[src/rtl/acc_alu_pkg.sv]
package acc_alu_pkg;
  typedef enum logic [3:0] {
    OP_AND = 4'd0,
    OP_OR  = 4'd1,
    OP_XOR = 4'd2,
    OP_ADD = 4'd3,
    OP_SUB = 4'd4,
    OP_CPL = 4'd5,
    OP_INC = 4'd6,
    OP_DEC = 4'd7,
    OP_SHL = 4'd8,
    OP_SHR = 4'd9
  } alu_op_e;

  localparam logic [7:0] FLAG_RST = 8'h02;
endpackage

[src/rtl/alu_core.sv]
module alu_core
  import acc_alu_pkg::*;
#(
  parameter int DATA_W = 8
) (
  input  logic [3:0]        op_i,
  input  logic [DATA_W-1:0] a_i,
  input  logic [DATA_W-1:0] b_i,
  input  logic              cin_i,
  output logic [DATA_W-1:0] res_o,
  output logic              cy_o,
  output logic              ac_o,
  output logic              known_o
);
  localparam int HALF = DATA_W / 2;

  logic [DATA_W:0] wide;
  logic [HALF:0]   nib;

  always_comb begin
    wide    = '0;
    nib     = '0;
    res_o   = a_i;
    cy_o    = 1'b0;
    ac_o    = 1'b0;
    known_o = 1'b1;
    case (alu_op_e'(op_i))
      OP_AND: res_o = a_i & b_i;
      OP_OR:  res_o = a_i | b_i;
      OP_XOR: res_o = a_i ^ b_i;
      OP_CPL: res_o = ~a_i;
      OP_ADD: begin
        wide  = {1'b0, a_i} + {1'b0, b_i} + (DATA_W+1)'(cin_i);
        nib   = {1'b0, a_i[HALF-1:0]} + {1'b0, b_i[HALF-1:0]} + (HALF+1)'(cin_i);
        res_o = wide[DATA_W-1:0];
        cy_o  = wide[DATA_W];
        ac_o  = nib[HALF];
      end
      OP_SUB: begin
        wide  = {1'b0, a_i} - {1'b0, b_i} - (DATA_W+1)'(cin_i);
        nib   = {1'b0, a_i[HALF-1:0]} - {1'b0, b_i[HALF-1:0]} - (HALF+1)'(cin_i);
        res_o = wide[DATA_W-1:0];
        cy_o  = wide[DATA_W];
        ac_o  = nib[HALF];
      end
      OP_INC: begin
        res_o = a_i + DATA_W'(1);
        cy_o  = cin_i;
        ac_o  = &a_i[HALF-1:0];
      end
      OP_DEC: begin
        res_o = a_i - DATA_W'(1);
        cy_o  = cin_i;
        ac_o  = ~|a_i[HALF-1:0];
      end
      OP_SHL: begin
        res_o = {a_i[DATA_W-2:0], 1'b0};
        cy_o  = a_i[DATA_W-1];
      end
      OP_SHR: begin
        res_o = {1'b0, a_i[DATA_W-1:1]};
        cy_o  = a_i[0];
      end
      default: known_o = 1'b0;
    endcase
  end
endmodule

[src/rtl/flag_gen.sv]
module flag_gen #(
  parameter int DATA_W = 8
) (
  input  logic [DATA_W-1:0] res_i,
  input  logic              cy_i,
  input  logic              ac_i,
  input  logic              known_i,
  input  logic [7:0]        held_i,
  output logic [7:0]        flags_o
);
  logic sgn, zro, par;

  always_comb begin
    sgn = res_i[DATA_W-1];
    zro = ~|res_i;
    par = ~^res_i;
    if (known_i) flags_o = {sgn, zro, 1'b0, ac_i, 1'b0, par, 1'b1, cy_i};
    else         flags_o = held_i;
  end
endmodule

[src/rtl/flag_reg.sv]
module flag_reg
  import acc_alu_pkg::*;
(
  input  logic       clk,
  input  logic       rst_n,
  input  logic       we_i,
  input  logic [7:0] d_i,
  output logic [7:0] q_o
);
  logic [7:0] q_nxt;

  always_comb begin
    q_nxt = q_o;
    if (we_i) q_nxt = d_i;
  end

  always_ff @(posedge clk or negedge rst_n) begin
    if (!rst_n) q_o <= FLAG_RST;
    else        q_o <= q_nxt;
  end


  flag_hold_chk: assert property (@(posedge clk) disable iff (!rst_n)
    !we_i |=> $stable(q_o));

  flag_load_chk: assert property (@(posedge clk) disable iff (!rst_n)
    we_i |=> (q_o == $past(d_i)));
endmodule

[src/rtl/acc_alu.sv]
module acc_alu
  import acc_alu_pkg::*;
#(
  parameter int DATA_W = 8
) (
  input  logic              clk,
  input  logic              rst_n,
  input  logic [3:0]        op_i,
  input  logic [DATA_W-1:0] acc_i,
  input  logic [DATA_W-1:0] opnd_i,
  input  logic              carry_i,
  input  logic              flag_we_i,
  output logic [DATA_W-1:0] result_o,
  output logic [7:0]        flags_next_o,
  output logic [7:0]        flags_q_o
);
  logic cy_w, ac_w, known_w;

  alu_core #(.DATA_W(DATA_W)) u_core (
    .op_i(op_i), .a_i(acc_i), .b_i(opnd_i), .cin_i(carry_i),
    .res_o(result_o), .cy_o(cy_w), .ac_o(ac_w), .known_o(known_w)
  );

  flag_gen #(.DATA_W(DATA_W)) u_fgen (
    .res_i(result_o), .cy_i(cy_w), .ac_i(ac_w), .known_i(known_w),
    .held_i(flags_q_o), .flags_o(flags_next_o)
  );

  flag_reg u_freg (
    .clk(clk), .rst_n(rst_n), .we_i(flag_we_i),
    .d_i(flags_next_o), .q_o(flags_q_o)
  );


  logic_cy_chk: assert property (@(posedge clk) disable iff (!rst_n)
    (op_i inside {OP_AND, OP_OR, OP_XOR, OP_CPL}) |-> (!flags_next_o[0] && !flags_next_o[4]));

  incdec_cy_chk: assert property (@(posedge clk) disable iff (!rst_n)
    (op_i inside {OP_INC, OP_DEC}) |-> (flags_next_o[0] == carry_i));

  parity_chk: assert property (@(posedge clk) disable iff (!rst_n)
    (op_i <= 4'd9) |-> (flags_next_o[2] == ($countones(result_o) % 2 == 0)));

  fixed_bits_chk: assert property (@(posedge clk) disable iff (!rst_n)
    (flags_q_o[1] && !flags_q_o[3] && !flags_q_o[5]));

  unused_pass_chk: assert property (@(posedge clk) disable iff (!rst_n)
    (op_i > 4'd9) |-> (result_o == acc_i && flags_next_o == flags_q_o));
endmodule

[config.mk]
export PLATFORM = sky130hd
export DESIGN_NAME = acc_alu
export DESIGN_NICKNAME = d
export VERILOG_FILES = /design/src/rtl/acc_alu_pkg.sv /design/src/rtl/alu_core.sv /design/src/rtl/flag_gen.sv /design/src/rtl/flag_reg.sv /design/src/rtl/acc_alu.sv
export SDC_FILE = /design/constraint.sdc
export NUM_CORES = 1
export LEC_CHECK = 0
export CAP_MARGIN = 40
export CORE_MARGIN = 4
export CORE_UTILIZATION = 59
export DETAILED_ROUTE_END_ITERATION = 6
export GPL_TIMING_DRIVEN = 0
export PLACE_DENSITY = 0.89
export REMOVE_ABC_BUFFERS = 1
export SYNTH_ARGS = -nofsm -noshare
export SYNTH_HDL_FRONTEND = slang
export SYNTH_SLANG_ARGS = --single-unit
[constraint.sdc]
create_clock -name clk -period 9.38 [get_ports clk]
set_input_delay 1.876 -clock clk [delete_from_list [all_inputs] [get_ports clk]]
set_output_delay 1.876 -clock clk [all_outputs]
set_load 0.1 [all_outputs]
* Word-level counts from Yosys, hierarchy flattened *
Index checks and enable logic that the tools add are counted.
Widths: inputs -> output; s select.

storage, ports and cells
  input bits = 24
  bits in registers = 8
  logic and storage cells = 38
  output and inout bits = 24

cells by class
  multiplexer cells = 5
  equal/unequal tests = 9
  bitwise operators = 4
  reductions and logical operators = 9
  add/subtract/negate cells = 10

operator list
  operator             number
  $pmux 8 s10          1
  $eq 4x3->1 const B   4
  $reduce_or 10->1     1
  $add 8x8->9          1
  $add 9x1->9          1
  $sub 8x8->9          1
  $sub 9x1->9          1
  $add 8x1->8 const B  1
  $and 8x8->8          1
  $eq 4x2->1 const B   2
  $eq 4x4->1 const B   2
  $mux 8               1
  $not 8->8            1
  $or 8x8->8           1
  $reduce_or 8->1      1
  $reduce_xnor 8->1    1
  $sub 8x1->8 const B  1
  $xor 8x8->8          1
  $add 4x4->5          1
  $add 5x1->5          1
  $pmux 1 s5           1
  $sub 4x4->5          1
  $sub 5x1->5          1
  $eq 4x1->1 const B   1
  7 further kinds      8

* Depth between registers and ports, before layout *
Gate-level depths: netlist of the first run.

  depth after elaboration = 6
  mapped depth = 16

* Modules after synthesis *
From an unflattened synthesis of the first run, not the netlist that was laid out.

unflattened totals
  cell total of the unflattened synthesis = 324
  area, all modules = 2562.5 µm²

modules (own cells, without submodules)
  module    area an instance (µm²)  instances  cells each
  alu_core  2030.7                  1          281
  flag_reg  332.8                   1          17
  flag_gen  198.9                   1          26

* Worst setup path before layout of the first run *
Ideal clock, no wire load.

  path type = input -> output
  start = in opnd_i[0]
  end = out flags_next_o[6]
  arrival time = 6099 ps
  setup slack = 1405 ps
  required time = 7504 ps
  stages = 12
  path through = inv_1 fa_1 fa_1 o21a_1 nor2_2 xor2_1 o21ai_1 o31ai_1 a21o_1 ha_1 nand4_1 o21ai_0

between the ends
  word-level cells in the longest chain between the ends = 6
  elaborated cells between the ends (all ways) = 11

RTL lines
  what                                        RTL line                        RTL
  start: declaration                          acc_alu.sv:10                   input logic [DATA_W-1:0] opnd_i,
  $sub 8x8->9 or $add 8x8->9 (tied branches)  alu_core.sv:40, alu_core.sv:33
  $sub 9x1->9 or $add 9x1->9 (tied branches)  alu_core.sv:40, alu_core.sv:33
  $pmux 8 s10 (*)                             alu_core.sv:27                  case (alu_op_e'(op_i))
  $reduce_or 8->1 (*)                         flag_gen.sv:15                  zro = ~|res_i;
  $logic_not 1->1 (*)                         flag_gen.sv:15
  $mux 8 (*)                                  flag_gen.sv:17                  if (known_i) flags_o = {sgn, zro, 1'b0, ac_i, 1'b0, par, 1'b1, cy_i};
  end: declaration                            acc_alu.sv:14                   output logic [7:0] flags_next_o,

Every way passes the cells marked *; elsewhere a longest branch is shown, timed or not.

* Final worst setup path of the first run *
  start = in acc_i[0]
  end = out flags_next_o[2]

between the ends
  word-level cells in the longest chain between the ends = 5
  elaborated cells between the ends (all ways) = 13

RTL lines
  what                                        RTL line                        RTL
  start: declaration                          acc_alu.sv:9                    input logic [DATA_W-1:0] acc_i,
  $sub 8x8->9 or $add 8x8->9 (tied branches)  alu_core.sv:40, alu_core.sv:33
  $sub 9x1->9 or $add 9x1->9 (tied branches)  alu_core.sv:40, alu_core.sv:33
  $pmux 8 s10 (*)                             alu_core.sv:27
  $reduce_xnor 8->1 (*)                       flag_gen.sv:16                  par = ~^res_i;
  $mux 8 (*)                                  flag_gen.sv:17

Marks and branches as above.

==> results of run 1 <==
==> area by class of cell <==
type,count,share of cell area
multi-input combinational,276,0.616
timing repair buffer,73,0.253
sequential,8,0.0584
inverter,38,0.0414
tap,50,0.0181
clock buffer,4,0.0131
==> metal layers <==
metal  part of all wire  global-route usage  vias up
met5                  0                   0        -
met4              0.057               0.173        0
met3               0.11              0.0716       73
met2               0.49               0.616      295
met1               0.34               0.404     1386
li1                   -                   -     1347
==> cells by family (layout without fill, tap and decap cells) <==
logic type,count (synthesis),after routing,share of synthesized area
multiplexers,10,10,0.0542
AND/OR/NAND/NOR,104,104,0.219
AO/OA/AOI/OAI,103,103,0.276
buffers and inverters,59,115,0.102
XOR/XNOR,18,18,0.0610
adder cells (fa/ha/maj),41,41,0.210
flip-flops,8,8,0.0779
==> cells in the final DEF (no fill, tap or decap), types with 4 or more instances in the layout <==
master,count
clkdlybuf4s50_1,47
inv_1,38
ha_1,37
nand2_1,26
buf_8,25
o21ai_0,21
nor2_1,19
a21oi_1,16
xnor2_1,11
o211ai_1,9
and2_1,8
xor2_1,7
dfrtp_1,7
o21a_1,6
o31ai_1,6
nand4_1,6
nor3_1,6
nand2b_1,6
a32oi_1,5
and3_1,5
mux2i_1,5
nor2b_1,4
a21boi_0,4
nand3_1,4
a21o_1,4
fa_1,4
==> power by group <==
group | switching [W] | internal, W | leakage (nW) | total, W
sequential | 0.00000359 | 0.0000387 | 0.102 | 0.0000423
clock | 0.0000167 | 0.0000297 | 0.0228 | 0.0000465
combinational | 0.000218 | 0.000135 | 1.42 | 0.000354
total | 0.000239 | 0.000204 | 1.54 | 0.000442
==> critical path: cells and delay by family <==
kind	cells	cell delay, ps
adder cells (fa/ha/maj)	3	1250
AND/OR/NAND/NOR	2	160
buffers and inverters	4	1520
AO/OA/AOI/OAI	5	1410
XOR/XNOR	3	560
==> path summary, 6_finish.rpt <==
| path | start | endpoint | slack (ps) |
|---|---|---|---|
| max in group asynchronous | rst_n | u_freg.q_o[1] | 7070 |
| min in group asynchronous | rst_n | u_freg.q_o[4] | 1960 |
| max | acc_i[0] | flags_next_o[2] | 730 |
| max reg2reg | u_freg.q_o[2] | u_freg.q_o[2] | 8570 |
| min | u_freg.q_o[6] | u_freg.q_o[6] | 510 |
| min reg2reg | u_freg.q_o[6] | u_freg.q_o[6] | 510 |
==> stage by stage <==
stage / hold WS [ps] / setup slack [ps]
final: 512 / 733
after global routing: 546 / 469
after CTS: 514 / 881
after detailed placement: 498 / 889
after global placement: 484 / 484
after floorplan: 741 / 1400
==> key figures, run 1 <==
Setup path
  – Crit-path max FO: 14
  – Worst EP arrival: 6770 ps
  – Largest stage delay on the critical path: ~720 ps
  – Crit end category: primary output
  – Register-to-Register Path Depth: 1
  – Critical Path RT: 7500 ps
  – CP startpoint kind: input pin
  – Cell mode on critical path: xnor2_1
  – Setup CP Type: input pin to primary output
  – Cells along the critical path: clkdlybuf4s50_1 > fa_1 > inv_1 > ha_1 > o21a_1 > o31ai_1 > a32oi_1 > xnor2_1 > o211ai_2 > o21ai_0 > ha_1 > xnor2_1 > xnor2_1 > nand2_1 > nand2_1 > clkdlybuf4s50_1 > buf_8
  – CP max-delay cell: fa_1

Route
  – Pre-Repair DR Iteration Count: 7
  – 1st-iter DRT viols: about 540
  – DR DRC count: 0
  – WL per Instance: 20.5 um
  – Routed wire length: 9220 um
  – Avg Vias per Cell: 6.91
  – Final ANT Viol Nets: 0
  – Vias after detailed routing: 3101

Pwr
  – LEAKAGE: about 1.5 nW
  – Worst IR Drop VDD: 91.3 uV
  – Total power: 0.000442 W
  – PD cells: 128 nW/um2

Synth
  – Register area share after synthesis: 0.0779
  – Mapped cell area: roughly 2600 um2
  – Ys Warns: 0
  – Most numerous cell in the Yosys netlist: inv_1
  – Syn avg cell area: 7.54 um2
  – Async set-reset flop share out of synthesis: 1.00
  – Post-synth cell types: between 60 and 70
  – Synth Flop Type: dfrtp_1
  – Commonest cells post-synth: 38 x inv_1, 37 x ha_1, 26 x nand2_1
  – Cell taking the most area after synthesis: ha_1
  – Synth Instances: between 300 and 400
  – Synth top area share: 0.179
  – Cells taking the most area after synthesis: ha_1 18%, dfrtp_1 6.8%, inv_1 5.5%
  – #FFs+latches synth: 8
  – Number of synthesized flops with an enable pin: 0

Final layout
  – Final instance area: about 3400 um2
  – # diodes: 0
  – Final Instance Count excl. Fillers: 449
  – Nets: 465
  – Synth-to-Final Area Change: 33.3%
  – Max FFs per register: 8
  – Post-layout util: 0.838
  – Register area: between 200 and 250 um2
  – Area of the multi-input gates: 2120 um2
  – Top reg by flops: u_freg.q_o
  – Share of layout cells above drive strength 1: 0.113
  – Largest registers: u_freg.q_o x8
  – Filler cell count: between 200 and 250

Clock tree
  – Cts repair resizes: 0
  – Clock sinks: 8
  – CTS tree: built
  – Setup Buffers After CTS: 0
  – Num CTS Buffers: 3
  – CTS H-tree depth: 1
  – Clock root buffer: clkbuf_8
  – Worst-path clk slew: 50 ps
  – CTS max path bufs: 2
  – Hold-fix buffer count after cts: 0
  – Clk_lat worst skew: about 230 ps

Worst hold path
  – HP Class: register to register
  – Hold Path Stages: 2

GRT
  – Global route overflow: 0
  – GRT Overall Usage: 0.351
  – Antenna violations before repair: 0
  – Number of global-route vias before repair: 3046
  – Largest net degree at the start of global routing: 26
  – First-pass GRT wire length: 15000 um

STA
  – Setup violators final: 0
  – Setup total negative slack: 0 ps
  – Tmin final: 8650 ps
  – Measured slew at the worst slew-check pin: around 970 ps
  – FMAX: 116 MHz
  – Final hold vios: 0
  – Worst Skew: 0 ps
  – Rel. slew slack: 0.350
  – RSZ-0062 raised after global routing: false
  – Slew Limit Fails: 0
  – Fin crit share: 0.922

Placement
  – Cells after DPL: approximately 450
  – I/O Buffers: 47
  – Hpwl dp: 7060 um
  – Placer Congestion: 0.905
  – Placed Area: 3400 um2

Floorplan
  – Core area: between 4000 and 5000 um2
  – IO Count: 48
  – Row count: 23
  – Die width: between 70 and 80 um
  – Die area: between 5000 and 6000 um2
  – Die extent in y: 74.2 um
  – Starting Density: 0.628

Run
  – Max-cap viol count: 0

Outcome
  – Status: finished clean
(Power assumes the default switching activity.)
==> run 2: changes to the inputs <==
--- a/config.mk
+++ b/config.mk
@@ -7,10 +7,9 @@
 export LEC_CHECK = 0
 export CAP_MARGIN = 40
 export CORE_MARGIN = 4
-export CORE_UTILIZATION = 59
+export CORE_UTILIZATION = 30
 export DETAILED_ROUTE_END_ITERATION = 6
 export GPL_TIMING_DRIVEN = 0
-export PLACE_DENSITY = 0.89
 export REMOVE_ABC_BUFFERS = 1
 export SYNTH_ARGS = -nofsm -noshare
 export SYNTH_HDL_FRONTEND = slang
==> key figures, run 2 (synthesis results as in run 1) <==
Floorplan
  – Die width: 101 um (+36%)
  – Die extent in y: 101 um (+36%)
  – Core area: 8300 um2 (+100%)
  – IO Count: 48 (unchanged)
  – Row count: 33 (+43%)
  – Die area: 10200 um2 (+85%)
  – Starting Density: 0.312 (-0.317)

Route
  – Final ANT Viol Nets: 0 (unchanged)
  – Avg Vias per Cell: 5.44 (-21%)
  – 1st-iter DRT viols: 200 (-63%)
  – Vias after detailed routing: 2737 (-12%)
  – Pre-Repair DR Iteration Count: 6 (-1)
  – Routed wire length: 8290 um (-10%)
  – WL per Instance: 16.5 um (-20%)
  – DR DRC count: 0 (unchanged)

Setup path
  – Crit end category: primary output
  – Critical Path RT: 7500 ps (about the same)
  – Setup CP Type: input pin to primary output
  – CP startpoint kind: input pin
  – Worst EP arrival: 6620 ps (-150 ps)
  – Crit-path max FO: 14 (unchanged)

Final layout
  – Share of layout cells above drive strength 1: 0.113 (+0.000283)
  – Top reg by flops: u_freg.q_o
  – Max FFs per register: 8 (unchanged)
  – Nets: 464 (-0.22%)
  – Commonest non-fill, non-tap cell in the layout: clkdlybuf4s50_1
  – Most frequent cells in the layout: 46 x clkdlybuf4s50_1, 38 x inv_1, 37 x ha_1
  – Filler cell count: 829 (+240%)
  – Largest registers: u_freg.q_o x8
  – # diodes: 0 (unchanged)
  – Final instance area: 3500 um2 (+1.4%)
  – Post-layout util: 0.421 (-0.416)
  – Synth-to-Final Area Change: 35.2%

STA
  – Setup total negative slack: 0 ps (unchanged)
  – Fin crit share: 0.905 (-0.0166)
  – Setup violators final: 0 (unchanged)
  – Measured slew at the worst slew-check pin: 882 ps (-89.3 ps)
  – RSZ-0062 raised after global routing: false
  – Rel. slew slack: 0.410 (+0.0597)
  – Slew Limit Fails: 0 (unchanged)
  – Tmin final: 8490 ps (-155 ps)
  – Final hold vios: 0 (unchanged)
  – FMAX: 118 MHz (+1.8%)
  – Worst Skew: 0 ps (unchanged)

Placement
  – Placed Area: 3450 um2 (+1.4%)
  – Hpwl dp: 6600 um (-6.5%)
  – I/O Buffers: 47 (unchanged)
  – Placer Congestion: 0.821 (-9.3%)

GRT
  – GRT Overall Usage: 0.164 (-0.187)
  – Number of global-route vias before repair: 2714 (-11%)
  – Global route overflow: 0 (unchanged)
  – First-pass GRT wire length: 13700 um (-9.0%)
  – Largest net degree at the start of global routing: 41 (+58%)
  – Antenna violations before repair: 0 (unchanged)

Clock tree
  – CTS H-tree depth: 1 (unchanged)
  – Num CTS Buffers: 3 (unchanged)
  – CTS max path bufs: 2 (unchanged)
  – Setup Buffers After CTS: 0 (unchanged)
  – Clock root buffer: clkbuf_8
  – Cts repair resizes: 0 (unchanged)
  – Worst-path clk slew: 40 ps (about the same)
  – Clock sinks: 8 (unchanged)
  – Hold-fix buffer count after cts: 0 (unchanged)
  – Clk_lat worst skew: 230 ps (about the same)
  – CTS tree: built

Run
  – Max-cap viol count: 0 (unchanged)

Pwr
  – Worst IR Drop VDD: 74.5 uV (-18%)
  – LEAKAGE: 1.54 nW (-0.48%)
  – Total power: 0.000426 W (-3.8%)
  – PD cells: 122 nW/um2 (-5.1%)

Worst hold path
  – HP Class: register to register

Outcome
  – Status: finished clean
## run 2: cell count changes in the layout (fill, tap and decap cells not counted), sizes merged
cell / change
clkdlybuf4s50: -1
## run 2: metrics by stage
stage	hold WS, ps	cells	worst slack (ps)
CTS	511	503	885
detailed placement	501	499	884
global route	518	503	613
finish	509	503	888
floorplan	741	322	1400
global placement	487	474	320
## run 2: layout make-up
class                   count  area [um2]  share of cell area
clock buffers               4        45.0              0.0129
inverters                  38         143              0.0408
multi-input cells         276        2120               0.607
flip-flops and latches      8         201              0.0576
well taps                 105         131              0.0376
repair buffers             72         853               0.244
## run 2: path summary, 6_finish.rpt
check	start	endpoint	slack (ps)	cells after the start
min	u_freg.q_o[1]	u_freg.q_o[1]	510	1
max in group asynchronous	rst_n	u_freg.q_o[1]	7110	1
max reg2reg	u_freg.q_o[2]	u_freg.q_o[2]	8610	1
min in group asynchronous	rst_n	u_freg.q_o[5]	1950	1
max	acc_i[0]	flags_next_o[2]	890	17
min reg2reg	u_freg.q_o[1]	u_freg.q_o[1]	510	1
## run 2: metal layers
metal / wire, um / global-route usage
met1: 3690 / 0.228
met2: 4030 / 0.286
met3: 484 / 0.0131
met4: 76 / 0.0197
met5: 0 / 0
## run 2: where the power goes
| part | switching, W | total (W) | internal (W) |
|---|---|---|---|
| clock network | 0.0000145 | 0.0000440 | 0.0000295 |
| registers | 0.00000305 | 0.0000418 | 0.0000388 |
| logic | 0.000210 | 0.000340 | 0.000130 |
## run 2: worst max-delay path, stage by stage
cell and delay, ps:
clkdlybuf4s50_1 710, fa_1 710, inv_1 60, ha_1 170
o21a_1 210, o31ai_1 500, a32oi_1 220, xnor2_1 200
o211ai_2 210, o21ai_0 140, ha_1 340, xnor2_1 200
xnor2_1 150, nand2_1 70, nand2_1 80, clkdlybuf4s50_1 530
buf_8 210
==> run 3: changes to the inputs <==
--- a/config.mk
+++ b/config.mk
@@ -5,7 +5,6 @@
 export SDC_FILE = /design/constraint.sdc
 export NUM_CORES = 1
 export LEC_CHECK = 0
-export CAP_MARGIN = 40
 export CORE_MARGIN = 4
 export CORE_UTILIZATION = 30
 export DETAILED_ROUTE_END_ITERATION = 6
==> key figures, run 3 (synthesis results as in run 1) <==
Outcome
  – Status: finished clean

Route
  – DR DRC count: 0 (unchanged)
  – Final ANT Viol Nets: 0 (unchanged)
  – Vias after detailed routing: 2647 (-3.3%)
  – Pre-Repair DR Iteration Count: 5 (-1)
  – WL per Instance: 16.3 um (-0.74%)
  – Routed wire length: 7820 um (-5.7%)
  – Avg Vias per Cell: 5.54 (+1.8%)
  – 1st-iter DRT viols: 166 (-17%)

GRT
  – Number of global-route vias before repair: 2586 (-4.7%)
  – Antenna violations before repair: 0 (unchanged)
  – GRT Overall Usage: 0.155 (-0.00937)
  – Largest net degree at the start of global routing: 41 (unchanged)
  – Global route overflow: 0 (unchanged)
  – First-pass GRT wire length: 13000 um (-5.2%)

STA
  – Measured slew at the worst slew-check pin: 1040 ps (+161 ps)
  – Worst Skew: 0 ps (unchanged)
  – Fin crit share: 0.945 (+0.0402)
  – Slew Limit Fails: 0 (unchanged)
  – FMAX: 113 MHz (-4.3%)
  – Setup total negative slack: 0 ps (unchanged)
  – Final hold vios: 0 (unchanged)
  – Tmin final: 8870 ps (+377 ps)
  – Rel. slew slack: 0.302 (-0.108)
  – Setup violators final: 0 (unchanged)
  – RSZ-0062 raised after global routing: false

Clock tree
  – Clock root buffer: clkbuf_8
  – Num CTS Buffers: 3 (unchanged)
  – Setup Buffers After CTS: 0 (unchanged)
  – Worst-path clk slew: 40 ps (about the same)
  – Hold-fix buffer count after cts: 0 (unchanged)
  – Clock sinks: 8 (unchanged)
  – CTS max path bufs: 2 (unchanged)
  – CTS tree: built
  – CTS H-tree depth: 1 (unchanged)
  – Clk_lat worst skew: 220 ps (about the same)
  – Cts repair resizes: 0 (unchanged)

Worst hold path
  – Origin of the worst min-delay path: u_freg.q_o[1]
  – Hold path endpoint: u_freg.q_o[1]
  – Hold Path Stages: 1 (unchanged)
  – HP Class: register to register

Floorplan
  – Die extent in y: 101 um (unchanged)
  – Starting Density: 0.312 (unchanged)
  – IO Count: 48 (unchanged)
  – Row count: 33 (unchanged)
  – Die width: 101 um (unchanged)
  – Die area: 10200 um2 (unchanged)
  – Core area: 8300 um2 (unchanged)

Final layout
  – Nets: 439 (-5.4%)
  – # diodes: 0 (unchanged)
  – Max FFs per register: 8 (unchanged)
  – Post-layout util: 0.374 (-0.0467)
  – Share of layout cells above drive strength 1: 0.0536 (-0.0594)
  – Top reg by flops: u_freg.q_o
  – Synth-to-Final Area Change: 20.2%
  – Largest registers: u_freg.q_o x8
  – Commonest non-fill, non-tap cell in the layout: clkdlybuf4s50_1
  – Most frequent cells in the layout: 46 x clkdlybuf4s50_1, 38 x inv_1, 37 x ha_1

Placement
  – Hpwl dp: 6130 um (-7.2%)
  – Placer Congestion: 0.821 (unchanged)
  – I/O Buffers: 47 (unchanged)

Setup path
  – Crit-path max FO: 14 (unchanged)
  – Cells along the critical path: clkdlybuf4s50_1 > fa_1 > inv_1 > ha_1 > o21a_1 > o31ai_1 > a32oi_1 > xnor2_1 > o211ai_2 > o21ai_0 > ha_1 > xnor2_1 > xnor2_1 > nand2_1 > nand2_1 > clkdlybuf4s50_1
  – Critical Path RT: 7500 ps (about the same)
  – Crit end category: primary output
  – Register-to-Register Path Depth: 1 (unchanged)
  – Setup CP Type: input pin to primary output
  – CP max-delay cell: clkdlybuf4s50_1
  – CP top delay family: buffers and inverters
  – CP startpoint kind: input pin
  – Worst flop-to-flop path endpoint: u_freg.q_o[2]
  – Worst EP arrival: 6990 ps (+370 ps)
  – Worst path bufs/invs: 3 (-1)
  – Worst r2r src: u_freg.q_o[2]
  – Largest stage delay on the critical path: 1130 ps (+420 ps)
  – Cell mode on critical path: xnor2_1
  – R2R setup slack: 8610 ps (about the same)

Pwr
  – PD cells: 121 nW/um2 (-0.95%)
  – LEAKAGE: 1.35 nW (-12%)
  – Worst IR Drop VDD: 53.3 uV (-28%)

Run
  – Max-cap viol count: 0 (unchanged)
-- run 3: changes by cell type in the layout (fill, tap and decap cells not counted), sizes merged --
cell and change:
buf -25
-- run 3: worst max-delay path by stage --
stage / from / to / slack [ps] / cells past startpoint
after floorplan: opnd_i[0] / flags_next_o[6] / 1400 / 12
after global placement: op_i[0] / flags_next_o[2] / 320 / 15
after detailed placement: acc_i[0] / flags_next_o[2] / 480 / 16
after CTS: acc_i[0] / flags_next_o[2] / 490 / 16
after global routing: acc_i[0] / flags_next_o[2] / 220 / 16
final: acc_i[0] / flags_next_o[2] / 510 / 16
-- run 3: power breakdown --
part | internal (W) | switching [W]
registers | 0.0000388 | 0.00000303
logic | 0.0000915 | 0.000198
clock network | 0.0000295 | 0.0000138
-- run 3: final cells by class --
type,count,area [um2]
clock buffers,4,45.0
fillers,880,5190
inverters,38,143
multi-input cells,276,2120
flip-flops and latches,8,201
well taps,105,131
repair buffers,47,465
-- run 3: per-layer routing --
metal / part of all wire / GRT usage
met5: 0 / 0
met4: 0.0090 / 0.0311
met3: 0.050 / 0.0104
met1: 0.48 / 0.224
met2: 0.47 / 0.254
-- run 3: stage by stage --
stage | hold slack, ps | instances | total power (W) | worst slack, ps | cell area (um2)
finish | 498 | 478 | 0.000375 | 511 | 3110
global route | 518 | 478 | 0.000399 | 219 | 3110
CTS | 502 | 478 | 0.000377 | 488 | 3110
detailed placement | 488 | 474 | 0.000332 | 483 | 3060
global placement | 487 | 474 | 0.000331 | 320 | 3070
floorplan | 741 | 322 | 0.000252 | 1400 | 2470
